==> src/rtl/fru_pkg.sv <==
package fru_pkg;
    typedef enum logic [1:0] {ST_IDLE = 2'd0, ST_RUN = 2'd1, ST_HALT = 2'd2} fsm_t;
    typedef enum logic [1:0] {
        CZ_NONE  = 2'd0,
        CZ_EXC   = 2'd1,
        CZ_TRAP  = 2'd2,
        CZ_FAULT = 2'd3
    } cause_t;
    localparam logic [2:0] CFG_MAP_LO    = 3'd0;
    localparam logic [2:0] CFG_RPT_START = 3'd2;
    localparam logic [2:0] CFG_RPT_END   = 3'd3;
    localparam logic [2:0] CFG_RPT_CNT   = 3'd4;
endpackage

==> src/rtl/fru_map.sv <==
module fru_map
    import fru_pkg::*;
#(
    parameter int PC_W     = 16,
    parameter int UNI_W    = 17,
    parameter int SEG_W    = 8,
    parameter logic RST_IMEM = 1'b1,
    parameter logic [SEG_W-1:0] RST_SEG = '0,
    parameter logic [(1<<SEG_W)-1:0] SEG_POP = '1
) (
    input  logic               clk,
    input  logic               rst_n,
    input  logic               cfg_we,
    input  logic [2:0]         cfg_sel,
    input  logic               wr_imem,
    input  logic [SEG_W-1:0]   wr_seg,
    input  logic [PC_W-1:0]    pc,
    output logic               to_imem,
    output logic [SEG_W-1:0]   seg,
    output logic [PC_W+1:0]    addr,
    output logic               fault
);
    localparam int BA_W = PC_W + 2;
    localparam int HALF_BIT = UNI_W;

    logic [BA_W-1:0] byte_addr;
    logic            m_imem [2];
    logic [SEG_W-1:0] m_seg [2];

    for (genvar g = 0; g < 2; g++) begin : g_map
        logic             imem_q;
        logic [SEG_W-1:0] seg_q;
        always_ff @(posedge clk or negedge rst_n) begin
            if (!rst_n) begin
                imem_q <= RST_IMEM;
                seg_q  <= RST_SEG;
            end else if (cfg_we && cfg_sel == CFG_MAP_LO + 3'(g)) begin
                imem_q <= wr_imem;
                seg_q  <= wr_seg;
            end
        end
        assign m_imem[g] = imem_q;
        assign m_seg[g]  = seg_q;
    end

    always_comb begin
        byte_addr = {pc, 2'b00};
        to_imem   = byte_addr[HALF_BIT] ? m_imem[1] : m_imem[0];
        seg       = byte_addr[HALF_BIT] ? m_seg[1]  : m_seg[0];
        addr      = to_imem ? byte_addr
                            : {{(BA_W-UNI_W){1'b0}}, byte_addr[UNI_W-1:0]};
        fault     = !to_imem && !SEG_POP[seg];
    end
endmodule

==> src/rtl/fru_seq.sv <==
module fru_seq
    import fru_pkg::*;
#(
    parameter int PC_W = 16,
    parameter int CNT_W = 16,
    parameter logic [PC_W-1:0] PC_RST = 16'hFFC0
) (
    input  logic             clk,
    input  logic             rst_n,
    input  logic             adv,
    input  logic             redirect,
    input  logic [PC_W-1:0]  target,
    input  logic             cfg_we,
    input  logic [2:0]       cfg_sel,
    input  logic [PC_W-1:0]  wr_pc,
    input  logic [CNT_W-1:0] wr_cnt,
    output logic [PC_W-1:0]  pc,
    output logic             rpt_on,
    output logic [PC_W-1:0]  rpt_start,
    output logic [PC_W-1:0]  rpt_end,
    output logic [CNT_W-1:0] rpt_cnt
);
    logic [PC_W-1:0]  base;
    logic             at_end;
    logic [CNT_W-1:0] cnt_dec;

    always_comb begin
        base    = redirect ? target : pc;
        at_end  = rpt_on && (base == rpt_end);
        cnt_dec = rpt_cnt - CNT_W'(1);
    end

    always_ff @(posedge clk or negedge rst_n) begin
        if (!rst_n) begin
            pc        <= PC_RST;
            rpt_on    <= 1'b0;
            rpt_start <= '0;
            rpt_end   <= '0;
            rpt_cnt   <= '0;
        end else begin
            if (adv) begin
                if (at_end) begin
                    rpt_cnt <= cnt_dec;
                    if (cnt_dec == '0) begin
                        rpt_on <= 1'b0;
                        pc     <= base + PC_W'(1);
                    end else begin
                        pc <= rpt_start;
                    end
                end else if (redirect) begin
                    pc <= target;
                end else begin
                    pc <= pc + PC_W'(1);
                end
            end
            if (cfg_we) begin
                unique case (cfg_sel)
                    CFG_RPT_START: rpt_start <= wr_pc;
                    CFG_RPT_END:   rpt_end   <= wr_pc;
                    CFG_RPT_CNT: begin
                        rpt_cnt <= wr_cnt;
                        rpt_on  <= (wr_cnt != '0);
                    end
                    default: ;
                endcase
            end
        end
    end
endmodule

==> src/rtl/fru_ctrl.sv <==
module fru_ctrl
    import fru_pkg::*;
(
    input  logic       clk,
    input  logic       rst_n,
    input  logic       go,
    input  logic       retire,
    input  logic       exc,
    input  logic       step,
    input  logic       fault,
    output logic       run,
    output logic       adv,
    output logic [1:0] cause
);
    fsm_t   state_q, state_nx;
    cause_t cause_q, cause_nx;

    always_ff @(posedge clk or negedge rst_n) begin
        if (!rst_n) begin
            state_q <= ST_IDLE;
            cause_q <= CZ_NONE;
        end else begin
            state_q <= state_nx;
            cause_q <= cause_nx;
        end
    end

    always_comb begin
        state_nx = state_q;
        cause_nx = cause_q;
        unique case (state_q)
            ST_IDLE, ST_HALT: begin
                if (go) begin
                    state_nx = ST_RUN;
                    cause_nx = CZ_NONE;
                end
            end
            ST_RUN: begin
                if (fault) begin
                    state_nx = ST_HALT;
                    cause_nx = CZ_FAULT;
                end else if (exc) begin
                    state_nx = ST_HALT;
                    cause_nx = CZ_EXC;
                end else if (retire && step) begin
                    state_nx = ST_HALT;
                    cause_nx = CZ_TRAP;
                end
            end
            default: begin
                state_nx = ST_IDLE;
                cause_nx = CZ_NONE;
            end
        endcase
    end

    always_comb begin
        run   = (state_q == ST_RUN);
        adv   = run && retire && !fault;
        cause = cause_q;
    end
endmodule

==> src/rtl/fetch_repeat_unit.sv <==
module fetch_repeat_unit
    import fru_pkg::*;
#(
    parameter int PC_W   = 16,
    parameter int DATA_W = 16,
    parameter int UNI_W  = 17,
    parameter int SEG_W  = 8,
    parameter int IMEM_BIT = 12,
    parameter logic [DATA_W-1:0] MAP_RST = 16'h1000,
    parameter logic [PC_W-1:0]   PC_RST  = 16'hFFC0,
    parameter logic [(1<<SEG_W)-1:0] SEG_POP =
        {128'h0, 128'h80000000_00000000_00000000_00000007}
) (
    input  logic              clk,
    input  logic              rst_n,
    input  logic              go_i,
    input  logic              retire_i,
    input  logic              redirect_i,
    input  logic [PC_W-1:0]   target_i,
    input  logic              exc_i,
    input  logic              step_i,
    input  logic              cfg_we_i,
    input  logic [2:0]        cfg_sel_i,
    input  logic [DATA_W-1:0] cfg_wdata_i,
    output logic              fetch_imem_o,
    output logic [SEG_W-1:0]  fetch_seg_o,
    output logic [PC_W+1:0]   fetch_addr_o,
    output logic              fetch_fault_o,
    output logic              run_o,
    output logic [1:0]        stop_cause_o
);
    localparam int CNT_W = DATA_W;

    logic             adv_w;
    logic [PC_W-1:0]  pc_w;
    logic             rpt_on_w;
    logic [PC_W-1:0]  rpt_start_w;
    logic [PC_W-1:0]  rpt_end_w;
    logic [CNT_W-1:0] rpt_cnt_w;

    fru_map #(
        .PC_W(PC_W), .UNI_W(UNI_W), .SEG_W(SEG_W),
        .RST_IMEM(MAP_RST[IMEM_BIT]), .RST_SEG(MAP_RST[SEG_W-1:0]),
        .SEG_POP(SEG_POP)
    ) u_map (
        .clk(clk), .rst_n(rst_n),
        .cfg_we(cfg_we_i), .cfg_sel(cfg_sel_i),
        .wr_imem(cfg_wdata_i[IMEM_BIT]), .wr_seg(cfg_wdata_i[SEG_W-1:0]),
        .pc(pc_w),
        .to_imem(fetch_imem_o), .seg(fetch_seg_o),
        .addr(fetch_addr_o), .fault(fetch_fault_o)
    );

    fru_seq #(.PC_W(PC_W), .CNT_W(CNT_W), .PC_RST(PC_RST)) u_seq (
        .clk(clk), .rst_n(rst_n),
        .adv(adv_w), .redirect(redirect_i), .target(target_i),
        .cfg_we(cfg_we_i), .cfg_sel(cfg_sel_i),
        .wr_pc(cfg_wdata_i[PC_W-1:0]), .wr_cnt(cfg_wdata_i[CNT_W-1:0]),
        .pc(pc_w), .rpt_on(rpt_on_w), .rpt_start(rpt_start_w),
        .rpt_end(rpt_end_w), .rpt_cnt(rpt_cnt_w)
    );

    fru_ctrl u_ctrl (
        .clk(clk), .rst_n(rst_n),
        .go(go_i), .retire(retire_i), .exc(exc_i), .step(step_i),
        .fault(fetch_fault_o),
        .run(run_o), .adv(adv_w), .cause(stop_cause_o)
    );
endmodule

==> config.mk <==
export PLATFORM = sky130hd
export DESIGN_NAME = fetch_repeat_unit
export DESIGN_NICKNAME = d
export VERILOG_FILES = /design/src/rtl/fru_pkg.sv /design/src/rtl/fru_map.sv /design/src/rtl/fru_seq.sv /design/src/rtl/fru_ctrl.sv /design/src/rtl/fetch_repeat_unit.sv
export SDC_FILE = /design/constraint.sdc
export NUM_CORES = 1
export LEC_CHECK = 0
export CAP_MARGIN = 25
export CORE_AREA = 5 5 113 115
export DETAILED_ROUTE_END_ITERATION = 16
export DIE_AREA = 0 0 118 120
export GPL_TIMING_DRIVEN = 0
export MAX_ROUTING_LAYER = met4
export PLACE_DENSITY_LB_ADDON = 0.3
export SKIP_LAST_GASP = 1
export SYNTH_ARGS = -nofsm -noshare
export SYNTH_HDL_FRONTEND = slang
export SYNTH_HIERARCHICAL = 1
export SYNTH_SLANG_ARGS = --single-unit
==> constraint.sdc <==
create_clock -name clk -period 3 [get_ports clk]
set_input_delay 0.3 -clock clk [delete_from_list [all_inputs] [get_ports clk]]
set_output_delay 0.3 -clock clk [all_outputs]
set_load 0.005 [all_outputs]
After elaboration in Yosys (flattened, before gate mapping) --
Memory sizes are Yosys's and may differ from the RTL's. Index checks and enable logic that the tools add are counted. Widths: inputs -> output; s select.
Operators by class: $add $sub $neg 3, magnitude comparators 1, equality and inequality tests 9, mux-type cells 26, reductions and logical operators 18
Operator list (number):
- $mux 16 | 8
- $add 16x1->16 const B | 2
- $mux 18 | 1
- $eq 16x16->1 | 1
- $logic_not 16->1 | 1
- $reduce_bool 16->1 | 1
- $sub 16x1->16 const B | 1
- $mux 2 | 7
- $lt 8x9->1 const B | 1
- $mux 8 | 1
- $pmux 2 s2 | 2
- $logic_and 1x1->1 | 7
- $mux 1 | 7
- $eq 3x2->1 const B | 2
- $reduce_and 2->1 | 3
- $ne 4x2->1 const B | 1
- $eq 3x1->1 const B | 1
- $eq 3x3->1 const B | 1
- $logic_not 1->1 | 3
- $logic_not 3->1 | 1
- $eq 2x1->1 const B | 1
- $eq 2x2->1 const B | 1
- $logic_not 2->1 | 1
- $ne 2x2->1 const B | 1
- $reduce_or 2->1 | 1
Word-level totals: register bits after elaboration 87, ROM bits 256, word-level logic and storage cells 69, memories kept 1
Memory list:
- (name not given) | words 256, width 1, rd ports 1, clocked after Yosys merged registers in 0, write ports 0, RTL line fru_map.sv:52 | fault = !to_imem && !SEG_POP[seg];

Longest topological paths before layout --
Gate-level depths: netlist of run 1.
depth in word-level cells 10, gate-level depth with buffers 14

Cells and area by module --
Netlist of run 1, hierarchy kept.
By module, submodules not included:
- fru_seq | instances 1, cells each 456, area an instance 4456.8 um2, seq. area each 1639.1 um2
- fru_map | instances 1, cells each 86, area an instance 1022.2 um2, seq. area each 452.9 um2
- fru_ctrl | instances 1, cells each 23, area an instance 212.7 um2, seq. area each 100.1 um2

Worst setup path after synthesis of run 1 --
No wires, ideal clock.
path type register to register, start point reg u_seq.pc[15], end point reg u_seq.rpt_cnt[11], setup time 82 ps, arrival 3095 ps, setup slack -177 ps, stages on the path, launching flop included 12, path buffers 2, cells stage by stage dfstp_2 -> buf_2 -> mux2_2 -> nor4_1 -> a31o_2 -> a21oi_1 -> nor3b_2 -> clkbuf_1 -> inv_1 -> or4_1 -> or4_1 -> a31oi_1
On the way: word-level cells in the longest chain between the ends 10
RTL lines:
- start, declared | RTL line fru_seq.sv:17 | output logic [PC_W-1:0] pc,
- start signal, assigned | RTL line fru_seq.sv:46 | pc <= base + PC_W'(1);
- start signal, assigned | RTL line fru_seq.sv:48 | pc <= rpt_start;
- start signal, assigned | RTL line fru_seq.sv:51 | pc <= target;
- $mux 8 (*) | RTL line fru_map.sv:49 | seg = byte_addr[HALF_BIT] ? m_seg[1] : m_seg[0];
- named net fetch_seg_o[7] | RTL line fetch_repeat_unit.sv:26 | output logic [SEG_W-1:0] fetch_seg_o,
- $mem_v2 256x1 (*)
- $mux 1 (not written as such) (*) | RTL line fru_map.sv:52
- $logic_not 1->1 (*) | RTL line fru_map.sv:52
- $logic_and 1x1->1 (*) | RTL line fru_map.sv:52
- named net fetch_fault_o | RTL line fetch_repeat_unit.sv:28 | output logic fetch_fault_o,
- $logic_not 1->1 (*) | RTL line fru_ctrl.sv:59 | adv = run && retire && !fault;
- $logic_and 1x1->1 (*) | RTL line fru_ctrl.sv:59
- named net adv_w | RTL line fetch_repeat_unit.sv:34 | logic adv_w;
- $mux 16 (*) | RTL line fru_seq.sv:41 | if (adv) begin
- $mux 16 | RTL line fru_seq.sv:57 | unique case (cfg_sel)
- $mux 16 (*) | RTL line fru_seq.sv:56 | if (cfg_we) begin
- end signal, assigned | RTL line fru_seq.sv:43 | rpt_cnt <= cnt_dec;
- end signal, assigned | RTL line fru_seq.sv:61 | rpt_cnt <= wr_cnt;
- end, declared | RTL line fru_seq.sv:21 | output logic [CNT_W-1:0] rpt_cnt
The timed path passes the listed nets; every way through them passes the cells marked *. The select of a mux whose other input is x is not followed. A chain may end at the register's enable or synchronous reset.

Worst setup path after layout of run 1 --
start point reg u_seq.pc[15], end point reg u_seq.rpt_cnt[11]
On the way: word-level cells in the longest chain between the ends 10
RTL lines (RTL line):
- $mux 8 | fru_map.sv:49
- $mem_v2 256x1
- $mux 1 (not written as such) | fru_map.sv:52
- $logic_not 1->1 | fru_map.sv:52
- $logic_and 1x1->1 (*) | fru_map.sv:52
- $logic_not 1->1 (*) | fru_ctrl.sv:59
- $logic_and 1x1->1 (*) | fru_ctrl.sv:59
- named net adv_w | fetch_repeat_unit.sv:34
- $mux 16 (*) | fru_seq.sv:41
- $mux 16 | fru_seq.sv:57
- $mux 16 (*) | fru_seq.sv:56
Marked as above.

==> implementation parameters, run 1 <==
Parameter                              Value

Status
  Outcome    complete, but fails checks
  Violations in the final reports    setup timing

Timing
  # setup viols final    6
  Slew Limit Headroom    54.5%
  Share of the cycle needed by the critical path after routing    106%
  Post-route setup TNS    -0.391 ns
  Pins over their slew limit    0
  Worst clock skew    0.0104 ns
  Worst setup margin    -0.171 ns
  Worst Max-Slew Pin Slew    0.679 ns
  Endpoints failing hold    0
  Post-route minimum period    3.17 ns
  Max Freq    0.315 GHz
  Setup repair after global routing missed its margin    true

Setup path
  Startpoint-to-endpoint class of the critical path    flop to flop
  Kind of capture point of the worst setup path    flop
  Reg2reg start    u_seq/pc[15]
  Number of cells on the worst reg-to-reg path    11
  Critical path capture point    u_seq/rpt_cnt[11]
  Stages on worst setup path    11
  Setup slack, reg-to-reg    -0.17 ns
  CP Launch Type    flop
  Required arrival time at the worst endpoint    3.26 ns
  Worst path top cell family by delay    simple AND/OR/NAND/NOR gates
  Crit-path cells    buf_8 > mux2i_4 > inv_2 > nor4_4 > a21oi_2 > nor3b_2 > clkbuf_8 > clkinvlp_4 > or4_4 > or4_1 > a31oi_1
  Worst stage delay on the critical path    0.57 ns
  Largest fanout on the critical path    7
  Standard cell with the maximum stage delay on the critical path    dfstp_2
  Buffers plus inverters on the worst setup path    4
  CP Data Arrival Time    3.44 ns
  Origin of the worst setup path    u_seq/pc[15]
  End of the worst register-to-register path    u_seq/rpt_cnt[11]

Placed design
  # port buffers    70
  Routability congestion estimate    0.953
  Post-detail-place hpwl    11500 um
  Placed cell count    784
  Worst slack at placement    -0.540 ns
  Area after DPL    6620 um^2

Layout
  Growth of design area from synthesis to finish    27.1%
  Count of inserted antenna diode cells    0
  Area of all placed cells without fillers    7230 um^2
  Final net count    707
  Filler-free cell count of the finished design    812
  Ratio of cells with drive above 1 in the final layout    26.5%

CTS
  Clock latency at the later pin of the worst-skew pair    0.35 ns
  Clock net sink count    87
  Clock tree from TritonCTS    done
  Total CTS buffers    9
  Clock slew at reported path FFs    0.07 ns
  H-Tree Depth    3
  Clock Tree Buf Depth    2
  Clock root buffer    clkbuf_16

Flow run
  Max-cap violation count    0

Route
  Routed len/inst    19.6 um
  Via count    4852
  Wirelength, routed    15900 um
  Final antenna-violating net count    0
  DR iter-0 viols    383
  Count of unresolved DRC violations after routing    0
  Detailed-router iteration count before antenna repair    7
  Vias/cell    5.98

Floorplan
  Height of the chip    120 um
  Width of the chip    118 um
  Core outline area    11700 um^2
  # rows    40
  Count of pins on the block boundary    74
  Effective utilization at floorplan    48.6%
  Die area    14200 um^2

Synth
  YS warnings    6
  Post-synth top area share    33.0%
  Number of distinct library cells after synthesis    70
  Syn Inst Count    565
  Most frequently used flop master after synthesis    dfrtp_1
  Yosys reg bits    87
  Mean instance size in the synthesized netlist    10.1 um^2
  Largest cells by area after synthesis    dfrtp_1 (33%), mux2_2 (11%), dfstp_2 (5.5%)
  Cell area after synthesis    5690 um^2
  Library cell with the largest summed area after synthesis    dfrtp_1
  Cell with the most instances after synthesis    dfrtp_1
  Sequential fraction of the synthesis area    38.5%
  Number of flops mapped to enable cells by yosys    0
  Most frequent cells after synthesis    dfrtp_1 (75), mux2_2 (57), nand2_1 (41)
  Post-synth ARST share    100%

Power
  Worst supply voltage drop on vdd    0.000330 V
  Cell leakage power    2.87 nW
  Pwr Density    615 nW/um^2

Global routing
  GRT Util Overall    22.6%
  Total global routing overflow    0
  Maximum number of pins on one net before global-route repair    57
  Number of antenna violations at the first check in global routing    0
  Via count of the first global-routing pass    4757
  Global-route wire length before repair    25000 um

Hold path
  Class of the tightest hold or removal check    input pin to asynchronous set/reset pin
==> metrics by stage <==
stage	hold WS [ns]	utilization, %	power, mW
after floorplan	0.00441	-	2.61
after global routing	0.501	61.8	4.69
final	0.446	61.8	4.45
after CTS	0.448	60.4	4.42
after global placement	0.487	56.3	3.13
after detailed placement	0.284	56.5	3.18
==> final cells by class <==
| cell class | count | area [um^2] |
|---|---|---|
| Multi-Input combinational cell | 417 | 3340 |
| Inverter | 16 | 63.8 |
| Tap cell | 147 | 184 |
| Clock buffer | 10 | 239 |
| Clock inverter | 6 | 66.3 |
| Buffer | 44 | 315 |
| Fill cell | 1003 | 4480 |
| Timing Repair Buffer | 85 | 837 |
| Sequential cell | 87 | 2190 |
==> metal layers <==
| metal | vias up | wire length, um | GRT usage, % |
|---|---|---|---|
| met1 | 2417 | 7110 | 28.7 |
| met5 | - | 0 | - |
| li1 | 2252 | - | - |
| met3 | 21 | 757 | 4.38 |
| met2 | 162 | 7660 | 36.5 |
| met4 | 0 | 365 | 7.67 |
==> registers in the layout, summed over array words and instances, names as in the netlist <==
signal and flops:
u_map/g_map.seg_q 16, u_ctrl/cause 2, u_seq/pc 16, u_seq/rpt_cnt 16, u_seq/rpt_on 1, u_map/g_map.imem_q 2
u_ctrl/state_q 2, u_seq/rpt_start 16, u_seq/rpt_end 16
==> worst min path at each step <==
stage,endpoint,cells past startpoint
6_report,u_seq/rpt_cnt[8],2
4_1_cts,u_seq/rpt_start[7],2
2_1_floorplan,u_ctrl/cause[0],0
3_3_place_gp,u_map/g_map[1].seg_q[7],1
3_5_place_dp,u_seq/rpt_cnt[8],1
5_1_grt,u_seq/rpt_start[7],2
==> worst reg2reg max path, cell delays in order, from the launching register on <==
cell	delay (ns)
dfstp_2	0.57
buf_8	0.16
mux2i_4	0.29
inv_2	0.09
nor4_4	0.29
a21oi_2	0.12
nor3b_2	0.17
clkbuf_8	0.17
clkinvlp_4	0.12
or4_4	0.53
or4_1	0.41
a31oi_1	0.17
==> what timing repair did <==
action / 4_1_cts / 5_1_grt
endpoints found under the hold margin: 24 / 0
gates resized for setup: 18 / 33
hold buffers: 1 / 0
gates cloned: 0 / 0
pin swaps: 2 / 14
buffers inserted: 9 / 4
setup endpoints to repair: 26 / 26
==> cell families after synthesis <==
family          count (synthesis)  synth area share (%)
xor+xnor                       41                  6.31
flops                          87                  38.5
compound gates                 93                  10.7
simple gates                  182                  18.3
mux                            95                  19.4
other cells                     1                0.0659
buf+inv                        62                  5.87
fa+ha+maj                       4                 0.879
==> where the power goes <==
part | total (mW) | switching (mW) | internal (mW)
sequential | 1.77 | 0.293 | 1.47
clock | 1.17 | 0.492 | 0.673
combinational | 1.52 | 0.683 | 0.833
total | 4.45 | 1.47 | 2.98
==> cells in the final DEF, fill, tap and decap left out, types with 4 or more instances in the layout <==
| cell | count |
|---|---|
| dfrtp_1 | 75 |
| clkdlybuf4s50_1 | 69 |
| mux2_2 | 56 |
| nand2_1 | 41 |
| nor2_1 | 34 |
| xnor2_1 | 32 |
| buf_4 | 31 |
| mux2i_1 | 24 |
| a21oi_1 | 19 |
| o21ai_0 | 18 |
| nand3_1 | 15 |
| nor3_1 | 14 |
| inv_1 | 12 |
| dfstp_2 | 12 |
| a31oi_1 | 10 |
| nor4_1 | 10 |
| clkbuf_16 | 9 |
| clkbuf_1 | 9 |
| xor2_1 | 9 |
| o221ai_1 | 9 |
| mux2i_4 | 8 |
| nand4_1 | 8 |
| or4_1 | 7 |
| o31ai_1 | 7 |
| nor4_2 | 6 |
| mux2i_2 | 5 |
| or3_1 | 5 |
| nor4_4 | 4 |
| buf_1 | 4 |
| a211oi_1 | 4 |
| ha_1 | 4 |
Note: power is estimated with default switching activity, not from simulation.
==> run 2, diff against run 1 <==
Settings changed: CTS_BUF_LIST set to sky130_fd_sc_hd__clkbuf_16, MAX_ROUTING_LAYER met4 to not set.
==> implementation parameters, run 2 (synthesized netlist as in run 1, its figures left out) <==
Parameter                              Value

Status
  Outcome    complete, but fails checks
  Violations in the final reports    setup timing

CTS
  Clock Tree Buf Depth    2 (unchanged)
  Clock latency at the later pin of the worst-skew pair    0.34 ns (about the same)
  Clock slew at reported path FFs    0.07 ns (about the same)
  Clock tree from TritonCTS    done
  H-Tree Depth    3 (unchanged)
  Clock root buffer    clkbuf_16
  Total CTS buffers    9 (unchanged)
  Clock net sink count    87 (unchanged)

Setup path
  Setup slack, reg-to-reg    -0.15 ns (+0.02 ns)
  Largest fanout on the critical path    6 (-1)
  Required arrival time at the worst endpoint    3.27 ns (about the same)
  CP Data Arrival Time    3.42 ns (-0.02 ns)
  Kind of capture point of the worst setup path    flop
  CP Launch Type    flop
  Startpoint-to-endpoint class of the critical path    flop to flop

Floorplan
  Effective utilization at floorplan    48.6% (unchanged)
  Height of the chip    120 um (unchanged)
  # rows    40 (unchanged)
  Count of pins on the block boundary    74 (unchanged)
  Width of the chip    118 um (unchanged)
  Core outline area    11700 um^2 (unchanged)
  Die area    14200 um^2 (unchanged)

Route
  Vias/cell    6.01 (+0.64%)
  Wirelength, routed    16200 um (+2.1%)
  Routed len/inst    19.8 um (+1.1%)
  Via count    4931 (+1.6%)
  Final antenna-violating net count    0 (unchanged)
  Detailed-router iteration count before antenna repair    6 (-1)
  DR iter-0 viols    328 (-14%)
  Count of unresolved DRC violations after routing    0 (unchanged)

Layout
  Footprint of the multi-input gates    3340 um^2 (about the same)
  Growth of design area from synthesis to finish    28.1%
  Ratio of cells with drive above 1 in the final layout    27.6% (+1.2 points)
  Most common library cell in the layout ignoring fill and taps    dfrtp_1
  Highest-count cells in the layout ignoring fill and taps    dfrtp_1 (75), clkdlybuf4s50_1 (69), mux2_2 (56)
  Fillers    985 (-1.8%)
  Storage cell area    2190 um^2 (unchanged)
  Final net count    715 (+1.1%)
  Count of inserted antenna diode cells    0 (unchanged)

Power
  Worst supply voltage drop on vdd    0.000369 V (+12%)
  Pwr Density    608 nW/um^2 (-1.1%)
  Cell leakage power    2.88 nW (+0.45%)

Timing
  Setup repair after global routing missed its margin    true
  Max Freq    0.317 GHz (+0.58%)
  Worst Max-Slew Pin Slew    0.814 ns (+0.135 ns)
  # setup viols final    8 (+2)
  Post-route minimum period    3.15 ns (-0.0183 ns)
  Endpoints failing hold    0 (unchanged)
  Worst setup margin    -0.153 ns (+0.0183 ns)
  Worst hold slack    0.455 ns (+0.00841 ns)
  Share of the cycle needed by the critical path after routing    105% (-0.61 points)
  Worst clock skew    0.00873 ns (-0.00162 ns)
  Pins over their slew limit    0 (unchanged)
  Post-route setup TNS    -0.465 ns (-0.0733 ns)
  Slew Limit Headroom    45.2% (-9.3 points)

Placed design
  # port buffers    70 (unchanged)
  Routability congestion estimate    0.939 (-1.5%)
  Post-detail-place hpwl    11400 um (-0.34%)

Global routing
  Global-route wire length before repair    25700 um (+2.7%)
  Number of antenna violations at the first check in global routing    0 (unchanged)
  GRT Util Overall    22.5% (-0.14 points)
  Total global routing overflow    0 (unchanged)
  Maximum number of pins on one net before global-route repair    56 (-1.8%)
  Via count of the first global-routing pass    4925 (+3.5%)

Flow run
  Max-cap violation count    0 (unchanged)

Hold path
  Class of the tightest hold or removal check    input pin to asynchronous set/reset pin
[run 2: cell types whose count changed in the layout (fill, tap and decap cells not counted), sizes merged]
cell	change
clkbuf	-1
clkinvlp	+2
buf	+8
clkinv	-1
[run 2: through the flow]
stage / setup slack [ns] / power, mW / instance area, um^2 / std cells / util [%]
after floorplan: 0.0198 / 2.61 / 5710 / 566 / -
after global routing: -0.216 / 4.67 / 7290 / 820 / 62.2
after CTS: -0.155 / 4.39 / 7110 / 811 / 60.7
after global placement: -1.49 / 3.13 / 6590 / 783 / 56.3
after detailed placement: -0.541 / 3.18 / 6620 / 784 / 56.5
final: -0.153 / 4.43 / 7290 / 820 / 62.2
[run 2: power breakdown]
part / internal, mW / switching (mW) / total (mW) / leakage (nW)
clock network: 0.647 / 0.491 / 1.14 / 0.140
logic: 0.842 / 0.680 / 1.52 / 1.73
registers: 1.47 / 0.300 / 1.77 / 1.02
[run 2: timing repair]
item / 4_1_cts / 5_1_grt
pin swaps: 8 / 15
endpoints found under the hold margin: 25 / 0
endpoints found under the setup margin: 26 / 32
setup buffers: 11 / 10
hold buffers: 1 / 0
gates resized for setup: 25 / 33
cloned: 0 / 0
[run 2: metal layers]
metal	global-route usage, %	up-vias	routed length, um
li1	-	2271	-
met4	8.89	0	437
met5	0	-	0
met3	4.43	33	1080
met1	29.5	2383	7050
met2	36.6	244	7670
[run 2: worst paths after layout]
check                              startpoint               endpoint  depth (start not counted)
min in group clk           u_seq/rpt_start[4]     u_seq/rpt_start[4]                          1
max reg2reg                      u_seq/pc[15]      u_seq/rpt_cnt[11]                         10
min                                     rst_n       u_seq/rpt_cnt[8]                          2
min reg2reg                u_seq/rpt_start[4]     u_seq/rpt_start[4]                          1
max in group asynchronous               rst_n  u_map/g_map[0].imem_q                          3
max                              u_seq/pc[15]      u_seq/rpt_cnt[11]                         10
[run 2: cell type report]
cell class | count | area share (%)
multi-input combinational | 417 | 45.8
sequential | 87 | 30.1
timing repair buffer | 92 | 12.4
buffer | 45 | 4.31
clock buffer | 9 | 3.09
tap | 147 | 2.52
clock inverter | 7 | 0.978
inverter | 16 | 0.875
[run 2: critical path: stages, from the launching register on]
cell and delay (ns):
dfstp_2 0.58, buf_8 0.16, mux2_4 0.35, nor4_4 0.29, a21oi_2 0.11, nor3b_2 0.18
clkbuf_8 0.18, clkinvlp_4 0.15, or4_4 0.50, or4_1 0.41, a31oi_1 0.17
